## src/rtl/opnd2_pkg.sv

```systemverilog
package opnd2_pkg;

  // Shift kind as encoded by decode; the code values are part of the interface.
  typedef enum logic [1:0] {
    SK_LSL = 2'b00,
    SK_LSR = 2'b01,
    SK_ASR = 2'b10,
    SK_ROR = 2'b11
  } shift_kind_e;

  // Operation actually performed after special encodings are resolved.
  typedef enum logic [2:0] {
    OP_PASS = 3'd0,
    OP_LSL  = 3'd1,
    OP_LSR  = 3'd2,
    OP_ASR  = 3'd3,
    OP_ROR  = 3'd4,
    OP_RRX  = 3'd5
  } shift_op_e;

endpackage

```

## src/rtl/opnd2_imm_rot.sv

```systemverilog
module opnd2_imm_rot #(
  parameter int DATA_W = 32,
  parameter int IMM_W  = 8,
  parameter int ROT_W  = 4,
  localparam int IMM_FW = IMM_W + ROT_W
) (
  input  logic [IMM_FW-1:0] imm_i,
  input  logic              c_in_i,
  output logic [DATA_W-1:0] res_o,
  output logic              c_out_o
);

  localparam int W2 = 2 * DATA_W;

  logic [DATA_W-1:0] const_ext;
  logic [ROT_W:0]    rot_dist;
  logic [W2-1:0]     doubled;

  always_comb begin
    const_ext = DATA_W'(imm_i[IMM_W-1:0]);
    // Rotate distance is the count doubled.
    rot_dist  = {imm_i[IMM_FW-1:IMM_W], 1'b0};
    doubled   = {const_ext, const_ext} >> rot_dist;
    res_o     = doubled[DATA_W-1:0];
    c_out_o   = (imm_i[IMM_FW-1:IMM_W] != '0) ? res_o[DATA_W-1] : c_in_i;
  end

endmodule

```

## src/rtl/opnd2_amt_decode.sv

```systemverilog
module opnd2_amt_decode
  import opnd2_pkg::*;
#(
  parameter int DATA_W = 32,
  parameter int AMT_W  = 8,
  localparam int SH_W  = $clog2(DATA_W)
) (
  input  shift_kind_e       kind_i,
  input  logic              sel_reg_i,
  input  logic [SH_W-1:0]   amt_imm_i,
  input  logic [AMT_W-1:0]  amt_reg_i,
  output shift_op_e         op_o,
  output logic [SH_W:0]     dist_o,
  output logic              beyond_o
);

  localparam logic [AMT_W-1:0] FULL = AMT_W'(DATA_W);

  function automatic shift_op_e kind_to_op(input shift_kind_e k);
    case (k)
      SK_LSL:  return OP_LSL;
      SK_LSR:  return OP_LSR;
      SK_ASR:  return OP_ASR;
      default: return OP_ROR;
    endcase
  endfunction

  always_comb begin
    op_o     = kind_to_op(kind_i);
    dist_o   = '0;
    beyond_o = 1'b0;
    if (!sel_reg_i) begin
      if (amt_imm_i == '0) begin
        // A zero field carries a special meaning per shift kind.
        unique case (kind_i)
          SK_LSL:  op_o = OP_PASS;
          SK_ROR:  op_o = OP_RRX;
          default: dist_o = (SH_W+1)'(DATA_W);
        endcase
      end else begin
        dist_o = {1'b0, amt_imm_i};
      end
    end else if (amt_reg_i == '0) begin
      op_o = OP_PASS;
    end else if (kind_i == SK_ROR) begin
      dist_o = {1'b0, amt_reg_i[SH_W-1:0]};
    end else if (amt_reg_i >= FULL) begin
      dist_o   = (SH_W+1)'(DATA_W);
      beyond_o = (amt_reg_i != FULL);
    end else begin
      dist_o = (SH_W+1)'(amt_reg_i);
    end
  end

endmodule

```

## src/rtl/opnd2_shift_core.sv

```systemverilog
module opnd2_shift_core
  import opnd2_pkg::*;
#(
  parameter int DATA_W = 32,
  localparam int SH_W  = $clog2(DATA_W)
) (
  input  shift_op_e         op_i,
  input  logic [SH_W:0]     dist_i,
  input  logic              beyond_i,
  input  logic [DATA_W-1:0] value_i,
  input  logic              c_in_i,
  output logic [DATA_W-1:0] res_o,
  output logic              c_out_o
);

  localparam int W2 = 2 * DATA_W;

  logic [W2-1:0] lsl_w;
  logic [W2-1:0] lsr_w;
  logic [W2-1:0] asr_w;
  logic [W2-1:0] ror_w;

  always_comb begin
    // Extended words keep the last bit shifted out next to the result.
    lsl_w = {{DATA_W{1'b0}}, value_i} << dist_i;
    lsr_w = {value_i, {DATA_W{1'b0}}} >> dist_i;
    asr_w = W2'($signed({value_i, {DATA_W{1'b0}}}) >>> dist_i);
    ror_w = {value_i, value_i} >> dist_i[SH_W-1:0];
  end

  always_comb begin
    res_o   = value_i;
    c_out_o = c_in_i;
    unique case (op_i)
      OP_LSL: begin
        res_o   = lsl_w[DATA_W-1:0];
        c_out_o = beyond_i ? 1'b0 : lsl_w[DATA_W];
      end
      OP_LSR: begin
        res_o   = lsr_w[W2-1:DATA_W];
        c_out_o = beyond_i ? 1'b0 : lsr_w[DATA_W-1];
      end
      OP_ASR: begin
        res_o   = asr_w[W2-1:DATA_W];
        c_out_o = asr_w[DATA_W-1];
      end
      OP_ROR: begin
        res_o   = ror_w[DATA_W-1:0];
        c_out_o = ror_w[DATA_W-1];
      end
      OP_RRX: begin
        res_o   = {c_in_i, value_i[DATA_W-1:1]};
        c_out_o = value_i[0];
      end
      default: begin
        res_o   = value_i;
        c_out_o = c_in_i;
      end
    endcase
  end

endmodule

```

## src/rtl/opnd2_shifter.sv

```systemverilog
module opnd2_shifter
  import opnd2_pkg::*;
#(
  parameter int DATA_W  = 32,
  parameter int IMM_W   = 8,
  parameter int ROT_W   = 4,
  parameter int AMT_W   = 8,
  parameter bit REG_OUT = 1'b1,
  localparam int SH_W   = $clog2(DATA_W),
  localparam int IMM_FW = IMM_W + ROT_W
) (
  input  logic              clk,
  input  logic              rst_n,
  input  logic              cap_en,
  input  logic              use_imm,
  input  logic [IMM_FW-1:0] imm_field,
  input  logic [DATA_W-1:0] rm_val,
  input  logic [1:0]        shift_kind,
  input  logic              amt_sel_reg,
  input  logic [SH_W-1:0]   amt_imm,
  input  logic [DATA_W-1:0] rs_val,
  input  logic              c_flag_in,
  output logic [DATA_W-1:0] operand_out,
  output logic              carry_out
);

  shift_op_e         dec_op;
  logic [SH_W:0]     dec_dist;
  logic              dec_beyond;
  logic [DATA_W-1:0] imm_res;
  logic              imm_c;
  logic [DATA_W-1:0] reg_res;
  logic              reg_c;
  logic [DATA_W-1:0] op_nxt;
  logic              c_nxt;
  logic              unused_rs_hi;

  // Only the low byte of the distance register matters.
  assign unused_rs_hi = ^rs_val[DATA_W-1:AMT_W];

  opnd2_imm_rot #(
    .DATA_W(DATA_W), .IMM_W(IMM_W), .ROT_W(ROT_W)
  ) u_imm_rot (
    .imm_i   (imm_field),
    .c_in_i  (c_flag_in),
    .res_o   (imm_res),
    .c_out_o (imm_c)
  );

  opnd2_amt_decode #(
    .DATA_W(DATA_W), .AMT_W(AMT_W)
  ) u_amt_dec (
    .kind_i    (shift_kind_e'(shift_kind)),
    .sel_reg_i (amt_sel_reg),
    .amt_imm_i (amt_imm),
    .amt_reg_i (rs_val[AMT_W-1:0]),
    .op_o      (dec_op),
    .dist_o    (dec_dist),
    .beyond_o  (dec_beyond)
  );

  opnd2_shift_core #(
    .DATA_W(DATA_W)
  ) u_core (
    .op_i     (dec_op),
    .dist_i   (dec_dist),
    .beyond_i (dec_beyond),
    .value_i  (rm_val),
    .c_in_i   (c_flag_in),
    .res_o    (reg_res),
    .c_out_o  (reg_c)
  );

  always_comb begin
    op_nxt = use_imm ? imm_res : reg_res;
    c_nxt  = use_imm ? imm_c   : reg_c;
  end

  generate
    if (REG_OUT) begin : g_reg
      logic [DATA_W-1:0] op_q, op_d;
      logic              c_q,  c_d;

      always_comb begin
        op_d = cap_en ? op_nxt : op_q;
        c_d  = cap_en ? c_nxt  : c_q;
      end

      always_ff @(posedge clk or negedge rst_n) begin
        if (!rst_n) begin
          op_q <= '0;
          c_q  <= 1'b0;
        end else begin
          op_q <= op_d;
          c_q  <= c_d;
        end
      end

      assign operand_out = op_q;
      assign carry_out   = c_q;
    end else begin : g_comb
      logic unused_seq;
      assign unused_seq  = clk ^ rst_n ^ cap_en;
      assign operand_out = op_nxt;
      assign carry_out   = c_nxt;
    end
  endgenerate

endmodule

```

## config.mk

```make
export PLATFORM = sky130hd
export DESIGN_NAME = opnd2_shifter
export DESIGN_NICKNAME = d
export VERILOG_FILES = /design/src/rtl/opnd2_pkg.sv /design/src/rtl/opnd2_imm_rot.sv /design/src/rtl/opnd2_amt_decode.sv /design/src/rtl/opnd2_shift_core.sv /design/src/rtl/opnd2_shifter.sv
export SDC_FILE = /design/constraint.sdc
export NUM_CORES = 1
export LEC_CHECK = 0
export ABC_AREA = 1
export BUFFER_PORTS_ARGS = -buffer_cell sky130_fd_sc_hd__buf_2
export CORE_ASPECT_RATIO = 0.9
export CORE_MARGIN = 8
export CORE_UTILIZATION = 45
export CTS_CLUSTER_DIAMETER = 80
export DETAILED_ROUTE_END_ITERATION = 16
export GPL_ROUTABILITY_DRIVEN = 0
export PLACE_DENSITY = 0.68
export RECOVER_POWER = 25
export SETUP_SLACK_MARGIN = 0.3
export SYNTH_ARGS = -nofsm -noshare
export SYNTH_HDL_FRONTEND = slang
export SYNTH_SLANG_ARGS = --single-unit
export TNS_END_PERCENT = 100
```

## constraint.sdc

```tcl
create_clock -name clk -period 0.95 [get_ports clk]
set_clock_uncertainty 0.1 [all_clocks]
set_input_delay 0.095 -clock clk [delete_from_list [all_inputs] [get_ports clk]]
set_output_delay 0.095 -clock clk [all_outputs]
set_load 0.01 [all_outputs]
```

==> metrics.md, run 1 <==
| Metric | Value |
|---|---|
| Status | stopped before the end |
| IO Port Bufs | 97 |
| TritonCTS Sinks | 33 |
| Area after DPL | 0.0110 mm^2 |
| DP Worst Slack | -1680 ps |
| Site Rows | 46 |
| Yosys warns | 0 |
| Netlist Area Pre-Place | 0.00811 mm^2 |
| Top-level I/O count | 122 |
| Syn Inst Count | 1578 |
| HPWL Detailed | 32.4 mm |
| Synthesized area per cell | 5.14 um^2 |
| Die height | 143 um |
| Synth unique cells | 52 |
| Err | [ERROR GRT-0232] Routing congestion too high. Check the congestion heatmap in the GUI. |
| Mapped Nets | 1671 |
| CTS Root Cell | clkbuf_16 |
| Worst_ep kind | register data pin |
| DIE WIDTH | 158 um |
| Last step reached | global routing (5_1_grt) |
| H-tree lvl count | 2 |
| Worst EP post-GRT repair | carry_out$_DFFE_PN0P_/D |
| Placed cell count | 2076 |
| Clock buffer count from CTS | 5 |
| Pin count of the biggest net entering global routing | 36 |
| Overflow after GRT | 47 |
| #FFs+latches synth | 33 |
| Initial Utilization | 45.9% |
| Sequential area share after synthesis | 10.2% |
| All-Layer GR Usage | 67.5% |
| CTS Buffer Depth | 2 |
[cells in the mapped netlist (all sizes together)]
master | number | area share [%]
nand2 | 497 | 24
nand3 | 432 | 27
inv | 145 | 6.7
nor2 | 100 | 5.1
o21ai | 85 | 5.4
a21oi | 78 | 5.0
buf | 75 | 5.5
dfrtp | 33 | 10
clkbuf | 31 | 1.4
o211ai | 27 | 2.6
a31oi | 19 | 1.7
nand4 | 11 | 0.85
a211oi | 5 | 0.46
o22ai | 5 | 0.39
ha | 4 | 0.62
o311ai | 4 | 0.43
a21boi | 3 | 0.42
nor3 | 3 | 0.19
o21bai | 3 | 0.28
and2 | 2 | 0.15
clkinv | 2 | 0.093
nor4 | 2 | 0.34
o221ai | 2 | 0.22
a21o | 1 | 0.093
a221oi | 1 | 0.11
a311oi | 1 | 0.11
mux2i | 1 | 0.12
nand3b | 1 | 0.14
o2111ai | 1 | 0.11
o21a | 1 | 0.093
o221a | 1 | 0.14
o22a | 1 | 0.11
or2 | 1 | 0.077
[what timing repair did]
| item | in CTS |
|---|---|
| endpoints found under the setup margin | 66 |
| pin swaps | 114 |
| gates resized for setup | 319 |
| hold buffers | 1 |
| cloned | 14 |
| setup buffers | 46 |
| hold endpoints to repair | 33 |
[per-stage QoR]
step	hold slack (ps)	TNS, ps
after CTS	66.6	-35690
after detailed placement	-32.8	-49780
after global placement	-36.3	-48530
after floorplan	-301	-29180
[metal layers]
| layer | overflow | global-route usage [%] |
|---|---|---|
| met5 | 0 | 30.1 |
| met4 | 24 | 60.4 |
| met3 | 0 | 61.7 |
| met2 | 23 | 78.0 |
| met1 | 0 | 68.0 |
[kinds of logic after synthesis]
| group | Yosys count | share of synthesized area (%) |
|---|---|---|
| AND/OR/NAND/NOR | 1049 | 57.7 |
| multiplexers | 1 | 0.123 |
| buffers and inverters | 253 | 13.8 |
| flip-flops | 33 | 10.2 |
| AO/OA/AOI/OAI | 238 | 17.6 |
| adder cells (fa/ha/maj) | 4 | 0.617 |
==> inputs of run 2 (changes only) <==
--- a/config.mk
+++ b/config.mk
@@ -7,15 +7,12 @@
 export LEC_CHECK = 0
 export ABC_AREA = 1
 export BUFFER_PORTS_ARGS = -buffer_cell sky130_fd_sc_hd__buf_2
-export CORE_ASPECT_RATIO = 0.9
 export CORE_MARGIN = 8
-export CORE_UTILIZATION = 45
-export CTS_CLUSTER_DIAMETER = 80
+export CORE_UTILIZATION = 30
 export DETAILED_ROUTE_END_ITERATION = 16
 export GPL_ROUTABILITY_DRIVEN = 0
-export PLACE_DENSITY = 0.68
+export PLACE_DENSITY_LB_ADDON = 0.15
 export RECOVER_POWER = 25
-export SETUP_SLACK_MARGIN = 0.3
 export SYNTH_ARGS = -nofsm -noshare
 export SYNTH_HDL_FRONTEND = slang
 export SYNTH_SLANG_ARGS = --single-unit
==> metrics.md, run 2 <==
| Metric | Value |
|---|---|
| Min Tclk post-route | 2360 ps |
| Max VDD drop | 0.634 mV |
| Site Rows | 60 (+30%) |
| WS Path Type | input port to flip-flop |
| Crit path buf inv count | 4 |
| CTS Root Cell | clkbuf_16 |
| Core footprint | 0.0267 mm^2 |
| Top cells by count, synth | nand2_1, nand3_1, inv_1 |
| Diodes inserted | 0 |
| R2R Setup Slk | 60 ps |
| Total power density per cell area | 1020 mW/mm^2 |
| Clock transition at the registers of the reported paths | 60 ps |
| Critical path arrival | 2410 ps |
| Netlist Area Pre-Place | 0.00811 mm^2 (unchanged) |
| Syn Inst Count | 1578 (unchanged) |
| ANT nets after route | 0 |
| CP endpoint kind | flip-flop |
| First-pass GRT wire length | 76.4 mm |
| Type of origin of the critical path | input port |
| Most common cell after layout, fill and taps aside | nand2_1 |
| Hold Path Cell Cnt | 5 |
| Mapped Nets | 1671 (unchanged) |
| Overflow after GRT | 0 |
| Synth unique cells | 52 (unchanged) |
| Post-synth EDFFs | 0 (unchanged) |
| Cell with the most instances after synthesis | nand2_1 |
| Area of the die | 0.0325 mm^2 |
| Max reg flops | 32 |
| Total Power | 15.7 mW |
| Reg2Reg Depth | 3 |
| Top-level I/O count | 122 (unchanged) |
| Max_slew headroom | 41.6% |
| Synth area leader | nand3_1 |
| Clock buffer count from CTS | 5 (unchanged) |
| CP peak stage delay | 470 ps |
| Critical path cell sequence | buf_8 -> ha_4 -> inv_4 -> nand2_8 -> a31oi_4 -> buf_8 -> buf_12 -> nand3_2 -> nand3_2 -> nand2_2 -> o211ai_1 -> nand2_1 -> o21bai_1 -> a21oi_1 |
| Number of global-route vias before repair | 13000 |
| Synth area leaders | nand3_1, nand2_1, dfrtp_1 |
| Status | complete, but fails checks |
| Avg WL per Cell | 23.2 um |
| Critical R2R Capture | operand_out[7] |
| Most frequent cells in the layout | nand2_1, buf_4, nand3_2 |
| TritonCTS Sinks | 33 (unchanged) |
| #FFs+latches synth | 33 (unchanged) |
| IO Port Bufs | 97 (unchanged) |
| Peak Freq | 424 MHz |
| Initial Utilization | 30.3% (-16 points) |
| RSZ-0062 raised after global routing | true |
| Vias per inst | 6.04 |
| CTS Buffer Depth | 2 (unchanged) |
| Clk_lat worst skew | 280 ps |
| TritonCTS clock tree | done |
| All-Layer GR Usage | 29.8% |
| Critical path's top delay family | compound AO/OA/AOI/OAI gates |
| Setup violators final | 66 |
| Max-cap violations | 0 |
| Tcrit/Tclk final | 248% |
| Pleak | 7.60 nW |
| Failing checks | negative setup slack |
| Synthesized area per cell | 5.14 um^2 (unchanged) |
| Hold Violations, Final | 0 |
| DP Worst Slack | -1640 ps (+35.5 ps) |
| H-tree lvl count | 2 (unchanged) |
| Via count | 14200 |
| Fin. max-slew vios | 0 |
| Worst hold path class | input port to flip-flop |
| DR iter-0 viols | 2362 |
| Async SR Flop Fraction | 100% (unchanged) |
| WL final | 54.5 mm |
| Post-synth top flop | dfrtp_1 |
| Drt drc | 0 |
| Initial antenna violation count | 2 |
| Worst-path maximum fanout | 13 |
| Worst path slowest cell | o211ai_1 |
| Worst EP required | 1010 ps |
| Pin count of the biggest net entering global routing | 37 |
| HPWL Detailed | 38.5 mm (+19%) |
| Worst Hold End | operand_out[31] |
| Post-Route Setup TNS | -41610 ps |
| Final worst slack | -1410 ps |
| Post-synth top area share | 26.6% (unchanged) |
| Nets | 2097 |
| Yosys warns | 0 (unchanged) |
| Hold path start | use_imm |
| Worst-Margin Slew | 865 ps |
| Drt first pass iters | 8 |
| DIE WIDTH | 180 um (+15%) |
| Sequential area share after synthesis | 10.2% (unchanged) |
| Worst hold slack | 118 ps |
| RR Startpoint | operand_out[7] |
| Share of cells above drive strength 1 | 53.3% |
| Area growth syn-to-layout | 89.1% |
| Die height | 180 um (+26%) |
==> run 2: cell families (layout without fill, tap and decap cells) <==
logic type / after synthesis / count (layout) / synth area share, %
muxes: 1 / 1 / 0.123
adders and majority gates: 4 / 4 / 0.617
and+or+nand+nor: 1049 / 1050 / 57.7
DFF: 33 / 33 / 10.2
buffers and inverters: 253 / 679 / 13.8
AOI/OAI and AO/OA: 238 / 238 / 17.6
==> run 2: routing by layer <==
| layer | vias to the layer above | track usage [%] | wire, um |
|---|---|---|---|
| met5 | - | 0 | 13 |
| met4 | 2 | 17.5 | 4260 |
| met3 | 328 | 7.26 | 7170 |
| met2 | 1135 | 45.2 | 22600 |
| met1 | 6530 | 37.9 | 20500 |
| li1 | 6181 | - | - |
==> run 2: power breakdown <==
part / leakage [nW] / internal, mW / switching (mW)
logic: 7.14 / 4.97 / 7.31
registers: 0.391 / 1.62 / 0.143
clock network: 0.0706 / 0.965 / 0.681
==> run 2: worst max-delay path by stage <==
stage                        startpoint         endpoint  slack (ps)  depth (start not counted)
final                     shift_kind[1]  operand_out[28]       -1410                         14
after global routing          rs_val[6]  operand_out[28]       -1440                         18
after CTS                 shift_kind[0]  operand_out[28]       -1260                         17
after detailed placement  shift_kind[0]  operand_out[28]       -1640                         17
after global placement    shift_kind[0]   operand_out[7]       -1660                         20
after floorplan           shift_kind[0]  operand_out[19]        -950                         19
==> run 2: layout make-up <==
type | instances | area (um^2)
multi-input cells | 1293 | 8730
fillers | 2458 | 11400
inverters | 147 | 573
repair buffers | 524 | 4640
clock inverters | 2 | 10.0
clock buffers | 6 | 129
flip-flops and latches | 33 | 826
well taps | 341 | 427
==> run 2: worst register-to-register path: cells and delay by family (launching register included) <==
family / cells / cell delay [ps]
flip-flops: 1 / 380
AO/OA/AOI/OAI: 1 / 50
buffers and inverters: 1 / 130
AND/OR/NAND/NOR: 1 / 110
==> run 2: what timing repair did <==
item,CTS,global route
endpoints found under the setup margin,66,66
resized for setup,283,338
buffers inserted,52,17
hold endpoints to repair,33,0
cloned,6,4
pin swaps,91,97
hold buffers,1,0
==> run 2: through the flow <==
stage | std cells | util, % | cell area [um^2]
final | 2346 | 57.4 | 15300
after detailed placement | 2260 | 44.0 | 11800
after floorplan | 1578 | - | 8430
after global placement | 2260 | 44.0 | 11800
after CTS | 2327 | 51.3 | 13700
after global routing | 2346 | 57.4 | 15300
Note: power is estimated with default switching activity, not from simulation.
